<file path="config.mk">
export PLATFORM = sky130hd
export DESIGN_NAME = ata_srst_seq
export DESIGN_NICKNAME = d
export VERILOG_FILES = /design/src/rtl/ata_srst_pkg.sv /design/src/rtl/ata_tick_cnt.sv /design/src/rtl/ata_srst_fsm.sv /design/src/rtl/ata_srst_seq.sv
export SDC_FILE = /design/constraint.sdc
export NUM_CORES = 1
export LEC_CHECK = 0
export ABC_AREA = 0
export BUFFER_PORTS_ARGS = -buffer_cell sky130_fd_sc_hd__buf_2
export CAP_MARGIN = 40
export CORE_ASPECT_RATIO = 1.4
export CORE_MARGIN = 2
export CORE_UTILIZATION = 52
export DETAILED_ROUTE_END_ITERATION = 12
export GPL_TIMING_DRIVEN = 0
export PLACE_DENSITY = 0.75
export SYNTH_ARGS = -nofsm -noshare
export SYNTH_HDL_FRONTEND = slang
export SYNTH_HIERARCHICAL = 1
export SYNTH_SLANG_ARGS = --single-unit
</file>
<file path="constraint.sdc">
create_clock -name clk -period 4.1 [get_ports clk]
set_input_delay 1.23 -clock clk [delete_from_list [all_inputs] [get_ports clk]]
set_output_delay 1.23 -clock clk [all_outputs]
set_load 0.05 [all_outputs]
</file>
<file path="src/rtl/ata_srst_pkg.sv">
package ata_srst_pkg;

  typedef enum logic [3:0] {
    ST_IDLE,
    ST_SETTLE_PRE,
    ST_WAIT_IDLE,
    ST_PUT_RST,
    ST_SEEK_BSY,
    ST_DROP_RST,
    ST_SETTLE_POST,
    ST_WAIT_READY,
    ST_FINISH
  } seq_st_t;

  typedef enum logic [1:0] {
    ERR_NONE      = 2'd0,
    ERR_BUSY_PRE  = 2'd1,
    ERR_NO_DEV    = 2'd2,
    ERR_BUSY_POST = 2'd3
  } seq_err_t;

  localparam int unsigned BUS_AW   = 4;
  localparam int unsigned BSY_BIT  = 7;
  // status: command block offset 7; device control: control block (bit 3) offset 2
  localparam logic [BUS_AW-1:0] STS_ADDR  = 4'h7;
  localparam logic [BUS_AW-1:0] DCTL_ADDR = 4'hA;
  localparam logic [7:0] DCTL_SET = 8'h0E;
  localparam logic [7:0] DCTL_REL = 8'h0A;

endpackage

</file>
<file path="src/rtl/ata_tick_cnt.sv">
module ata_tick_cnt #(
  parameter int unsigned CNT_W = 8
) (
  input  logic             clk,
  input  logic             rst_n,
  input  logic             clr,
  input  logic             tick,
  input  logic [CNT_W-1:0] limit,
  output logic             hit
);

  logic [CNT_W-1:0] cnt_q, cnt_d;
  logic             cnt_en;

  assign hit = (cnt_q >= limit);

  always_comb begin
    cnt_en = clr | (tick & ~hit);
    cnt_d  = clr ? '0 : cnt_q + 1'b1;
  end

  always_ff @(posedge clk or negedge rst_n) begin
    if (!rst_n)      cnt_q <= '0;
    else if (cnt_en) cnt_q <= cnt_d;
  end

endmodule

</file>
<file path="src/rtl/ata_srst_fsm.sv">
module ata_srst_fsm
  import ata_srst_pkg::*;
#(
  parameter int unsigned CNT_W     = 8,
  parameter int unsigned DLY_TICKS = 2,
  parameter int unsigned WIN_TICKS = 2,
  parameter int unsigned TMO_TICKS = 100
) (
  input  logic             clk,
  input  logic             rst_n,
  input  logic             start,
  input  logic             sts_bsy,
  input  logic             hit,
  output logic             clr,
  output logic [CNT_W-1:0] limit,
  output seq_st_t          st,
  output seq_err_t         err
);

  seq_st_t  st_q, st_d;
  seq_err_t err_q, err_d;
  logic     err_en;

  always_comb begin
    st_d  = st_q;
    err_d = err_q;
    unique case (st_q)
      ST_IDLE:        if (start) st_d = ST_SETTLE_PRE;
      ST_SETTLE_PRE:  if (hit) st_d = ST_WAIT_IDLE;
      ST_WAIT_IDLE:
        if (!sts_bsy) st_d = ST_PUT_RST;
        else if (hit) begin st_d = ST_FINISH; err_d = ERR_BUSY_PRE; end
      ST_PUT_RST:     st_d = ST_SEEK_BSY;
      ST_SEEK_BSY:
        if (sts_bsy) st_d = ST_DROP_RST;
        else if (hit) begin st_d = ST_FINISH; err_d = ERR_NO_DEV; end
      ST_DROP_RST:    st_d = ST_SETTLE_POST;
      ST_SETTLE_POST: if (hit) st_d = ST_WAIT_READY;
      ST_WAIT_READY:
        if (!sts_bsy) begin st_d = ST_FINISH; err_d = ERR_NONE; end
        else if (hit) begin st_d = ST_FINISH; err_d = ERR_BUSY_POST; end
      ST_FINISH:      st_d = ST_IDLE;
      default:        st_d = ST_IDLE;
    endcase
  end

  always_comb begin
    err_en = (st_d == ST_FINISH) && (st_q != ST_FINISH);
    clr    = (st_d != st_q);
    unique case (st_q)
      ST_SETTLE_PRE, ST_SETTLE_POST: limit = CNT_W'(DLY_TICKS);
      ST_SEEK_BSY:                   limit = CNT_W'(WIN_TICKS);
      default:                       limit = CNT_W'(TMO_TICKS);
    endcase
  end

  always_ff @(posedge clk or negedge rst_n) begin
    if (!rst_n) begin
      st_q  <= ST_IDLE;
      err_q <= ERR_NONE;
    end else begin
      st_q <= st_d;
      if (err_en) err_q <= err_d;
    end
  end

  assign st  = st_q;
  assign err = err_q;

  // a busy-before-reset error is only reachable from the first poll phase
  a_r6_busy_pre_src: assert property (@(posedge clk) disable iff (!rst_n)
    (st_q == ST_FINISH && err_q == ERR_BUSY_PRE && $past(err_q) != ERR_BUSY_PRE)
      |-> $past(st_q) == ST_WAIT_IDLE);

  // the settle phase only follows idle or continues itself
  a_r2_settle_entry: assert property (@(posedge clk) disable iff (!rst_n)
    (st_q == ST_SETTLE_PRE) |-> ($past(st_q) == ST_IDLE || $past(st_q) == ST_SETTLE_PRE));

endmodule

</file>
<file path="src/rtl/ata_srst_seq.sv">
module ata_srst_seq
  import ata_srst_pkg::*;
#(
  parameter int unsigned DLY_TICKS = 2,
  parameter int unsigned WIN_TICKS = 2,
  parameter int unsigned TMO_TICKS = 32000
) (
  input  logic              clk,
  input  logic              rst_n,
  input  logic              tick_ms,
  input  logic              start,
  output logic [BUS_AW-1:0] bus_addr,
  output logic              bus_rd,
  output logic              bus_wr,
  output logic [7:0]        bus_wdata,
  input  logic [7:0]        bus_rdata,
  output logic              busy,
  output logic              done,
  output logic [1:0]        err_code
);

  localparam int unsigned CNT_W = $clog2(TMO_TICKS + 1);

  logic             rst_s1, rst_sn;
  logic             clr, hit;
  logic [CNT_W-1:0] limit;
  seq_st_t          st;
  seq_err_t         err;

  // asynchronous assert, synchronous release
  always_ff @(posedge clk or negedge rst_n) begin
    if (!rst_n) begin
      rst_s1 <= 1'b0;
      rst_sn <= 1'b0;
    end else begin
      rst_s1 <= 1'b1;
      rst_sn <= rst_s1;
    end
  end

  ata_tick_cnt #(.CNT_W(CNT_W)) u_cnt (
    .clk   (clk),
    .rst_n (rst_sn),
    .clr   (clr),
    .tick  (tick_ms),
    .limit (limit),
    .hit   (hit)
  );

  ata_srst_fsm #(
    .CNT_W     (CNT_W),
    .DLY_TICKS (DLY_TICKS),
    .WIN_TICKS (WIN_TICKS),
    .TMO_TICKS (TMO_TICKS)
  ) u_fsm (
    .clk     (clk),
    .rst_n   (rst_sn),
    .start   (start),
    .sts_bsy (bus_rdata[BSY_BIT]),
    .hit     (hit),
    .clr     (clr),
    .limit   (limit),
    .st      (st),
    .err     (err)
  );

  always_comb begin
    bus_rd    = 1'b0;
    bus_wr    = 1'b0;
    bus_addr  = '0;
    bus_wdata = '0;
    unique case (st)
      ST_WAIT_IDLE, ST_SEEK_BSY, ST_WAIT_READY: begin
        bus_rd   = 1'b1;
        bus_addr = STS_ADDR;
      end
      ST_PUT_RST: begin
        bus_wr    = 1'b1;
        bus_addr  = DCTL_ADDR;
        bus_wdata = DCTL_SET;
      end
      ST_DROP_RST: begin
        bus_wr    = 1'b1;
        bus_addr  = DCTL_ADDR;
        bus_wdata = DCTL_REL;
      end
      default: ;
    endcase
    busy     = (st != ST_IDLE);
    done     = (st == ST_FINISH);
    err_code = err;
  end

  a_r3_rd_wr_excl: assert property (@(posedge clk) disable iff (!rst_sn)
    !(bus_rd && bus_wr));

  a_r3_rd_addr: assert property (@(posedge clk) disable iff (!rst_sn)
    bus_rd |-> bus_addr == STS_ADDR);

  a_r4_set_then_poll: assert property (@(posedge clk) disable iff (!rst_sn)
    (bus_wr && bus_wdata == DCTL_SET) |=> bus_rd);

  a_r5_rel_then_quiet: assert property (@(posedge clk) disable iff (!rst_sn)
    (bus_wr && bus_wdata == DCTL_REL) |=> (!bus_rd && !bus_wr && busy));

  a_r9_done_pulse: assert property (@(posedge clk) disable iff (!rst_sn)
    done |=> (!done && !busy));

  a_r11_err_on_done: assert property (@(posedge clk) disable iff (!rst_sn)
    (err_code != $past(err_code)) |-> done);

endmodule

</file>
==> impl_metrics.tcl <==
set metrics [dict create \
    cts_buffers 3 \
    power.total_mw 1.21 \
    setup_violations 0 \
    insertion_delay_ns 0.26 \
    cp.buffers_inverters 6 \
    synth_area_mm2 0.00201 \
    required_ns 4.23 \
    grt_max_degree 16 \
    grt_pass1_vias 1613 \
    numPortBuffers 16 \
    clk_pin_slew_worst_paths_ns 0.08 \
    synth_xor_area_share_pct 0.435 \
    finalWorstPathRequiredPeriod_ns 3.70 \
    antennaDiodeCount 0 \
    grt_antenna_before_repair 0 \
    initial_core_util_pct 54.8 \
    grt_pass1_wl_um 7060 \
    netlist_instances 237 \
    reg2reg_from "u_fsm/st[1]" \
    die_h_um 77.6 \
    async_flop_share_pct 100 \
    status "finished clean" \
    fillers 339 \
    wirelength_um 4090 \
    ir_drop_mv 0.425 \
    slew_viol_final 0 \
    synth_top_family_by_area "simple AND/OR/NAND/NOR gates" \
    drc_errors 0 \
    synth_warnings 6 \
    cts-root-buf "clkbuf_8" \
    path_class "reg -> reg" \
    tritoncts "built" \
    power_density_mw_per_mm2 539 \
    syn2layout_area_growth_pct 11.8 \
    synth_mux_area_share_pct 3.29 \
    grt_use_total_pct 19.7 \
    synth_seq_area_share_pct 28.6 \
    slowest_stage "dfrtp_1" \
    hold_path_class "reg -> async" \
    period_share_pct 90.3 \
    skew_ns 0.00212 \
    max_stage_delay_ns 0.57 \
    globalRouteOverflowTotal 0 \
    wl_per_cell_um 13.1 \
    ant_nets 0 \
    cts_max_path_buffers 2 \
    core_mm2 0.00368 \
    arrival_ns 3.83 \
    gp_congestion 0.824 \
    cap_viol_max_count 0 \
    pin_count 30 \
    cp_cell_sequence "buf_2, nor2_1, mux2i_1, nor2_1, inv_1, buf_4, inv_1, ha_1, nand4_1, inv_1, nand3_1, nor2_1, nor2_1, nand2_1, a31oi_1, o21bai_2, clkbuf_1, a21oi_1" \
    fin_area_mm2 0.00225 \
    drt_iter0_drc 53 \
    synthFlopType "dfrtp_1" \
    rows 26 \
    dpl.hpwl_um 3040 \
    drive_above_1_share_pct 20.8 \
    yosys_register_bits 23 \
    dieArea_mm2 0.00439 \
    yosys.area_share.simple_pct 24.7 \
    timing.setup.tns_ns 0 \
    synth_edf_count 0 \
    die_width_um 56.6 \
    utilization_pct 61.2 \
    nets 298 \
    fmax_mhz 270 \
    critPathLaunch "u_fsm/st[1]" \
    cp_max_fo 12 \
    dp_slack_ns 0.284 \
    dr.pass1.iters 4 \
    cts.sinks 23 \
    crit_top_cell "nor2_1" \
    synthAdderAreaFrac_pct 9.94 \
    via_per_inst 5.55 \
    syn_avg_cell_area_um2 8.49 \
    via_count 1725 \
    leakagePower_nw 1.08 \
    cts.htree.levels 1 \
    rsz0062_at_grt "no" \
    start_kind "flip-flop" \
    critical_path.top_delay_family "buffers and inverters" \
    worst_setup_path_end_kind "flip-flop" \
    synth_cell_types 50 \
    place_area_mm2 0.00220 \
    setup_slack_ns 0.398 \
    synth_compound_area_share_pct 17.7 \
    timing.final.hold_violations 0 \
]
cells by family (layout without fill, tap and decap cells):
group / Yosys count / in the layout
and+or+nand+nor: 79 / 79
buffers and inverters: 55 / 76
AOI/OAI and AO/OA: 54 / 54
DFF: 23 / 23
adders and majority gates: 16 / 16
muxes: 6 / 6
other: 3 / 14
xor gates and xnor gates: 1 / 1
per-stage QoR:
step	std cells	hold WS, ns
floorplan	248	0.267
global placement	306	0.339
detailed placement	307	0.177
CTS	311	0.184
global route	311	0.205
finish	311	0.172
registers in the layout (all words and copies together), names as in the netlist:
signal,flops
u_fsm/err,2
u_fsm/st,4
rst_s1,1
rst_sn,1
u_cnt/cnt_q,15
metal layers:
layer,track usage (%),up-vias,part of all wire [%]
li1,-,876,-
met3,1.83,2,4.1
met5,0,-,0
met4,4.52,0,0.29
met2,37.4,41,54
met1,23.1,806,42
timing repair:
action | in CTS | in global routing
setup endpoints to repair | 0 | 10
setup buffers | 0 | 0
gates resized for setup | 0 | 1
hold buffers | 0 | 0
path summary, 6_finish.rpt:
| check | endpoint | slack (ns) | cells after the start |
|---|---|---|---|
| worst max-delay path | u_cnt/cnt_q[11] | 0.40 | 18 |
| worst min-delay path | u_cnt/cnt_q[2] | 0.17 | 0 |
| worst max register to register | u_cnt/cnt_q[11] | 0.40 | 18 |
| worst min register to register | u_cnt/cnt_q[2] | 0.17 | 0 |
| max in group asynchronous | rst_s1 | 3.27 | 1 |
| min in group clk | rst_sn | 0.36 | 0 |
cells in the mapped netlist (2+ instances only):
cell type | number | area, um2
nand2_1 | 12 | 45.0
o31ai_1 | 11 | 82.6
mux2i_1 | 4 | 40.0
ha_1 | 16 | 200
nor3b_1 | 3 | 22.5
nor4_1 | 2 | 12.5
and2b_1 | 2 | 15.0
nand2b_1 | 3 | 18.8
inv_1 | 23 | 86.3
nor2_1 | 12 | 45.0
or4_1 | 11 | 82.6
clkbuf_1 | 5 | 18.8
o21ai_0 | 6 | 30.0
or3_1 | 3 | 18.8
o21bai_1 | 2 | 15.0
buf_4 | 23 | 173
dfrtp_1 | 23 | 576
conb_1 | 3 | 11.3
buf_2 | 4 | 20.0
nand3b_1 | 3 | 22.5
a21oi_1 | 22 | 110
a21o_1 | 2 | 15.0
nor2b_1 | 3 | 18.8
nand4_1 | 5 | 31.3
a211oi_1 | 3 | 22.5
nand3_1 | 6 | 30.0
or4b_1 | 2 | 20.0
worst register-to-register path: stages (launching register included):
cell and delay [ns]:
dfrtp_1 0.57, buf_2 0.28, nor2_1 0.10, mux2i_1 0.16
nor2_1 0.08, inv_1 0.21, buf_4 0.15, inv_1 0.03
ha_1 0.30, nand4_1 0.18, inv_1 0.09, nand3_1 0.09
nor2_1 0.10, nor2_1 0.07, nand2_1 0.21, a31oi_1 0.09
o21bai_2 0.33, clkbuf_1 0.44, a21oi_1 0.09
report_power, final:
| group | internal, mW | switching, mW |
|---|---|---|
| Combinational | 0.273 | 0.484 |
| Sequential | 0.259 | 0.0560 |
| Clock | 0.0693 | 0.0712 |
| Total | 0.601 | 0.611 |
cell type report:
type                    count  area [um2]  share of cell area [%]
plain buffers              32         211                    9.39
clock buffers               4        45.0                    2.00
flip-flops and latches     23         576                    25.6
multi-input cells         170        1180                    52.6
repair buffers             17        95.1                    4.22
inverters                  23        86.3                    3.84
well taps                  42        52.6                    2.33
cells in the final DEF (no fill, tap or decap), drive strengths merged, types with 3 or more instances in the layout:
master,synthesis,layout
a211oi,3,3
a21oi,22,22
buf,27,44
clkbuf,5,9
conb,3,14
dfrtp,23,23
ha,16,16
inv,23,23
mux2i,4,4
nand2,12,12
nand2b,3,3
nand3,6,6
nand3b,4,4
nand4,6,6
nor2,12,12
nor2b,3,3
nor3b,3,3
o21ai,7,7
o31ai,11,11
or2,3,3
or3,3,3
or4,11,11
(Power assumes the default switching activity.)
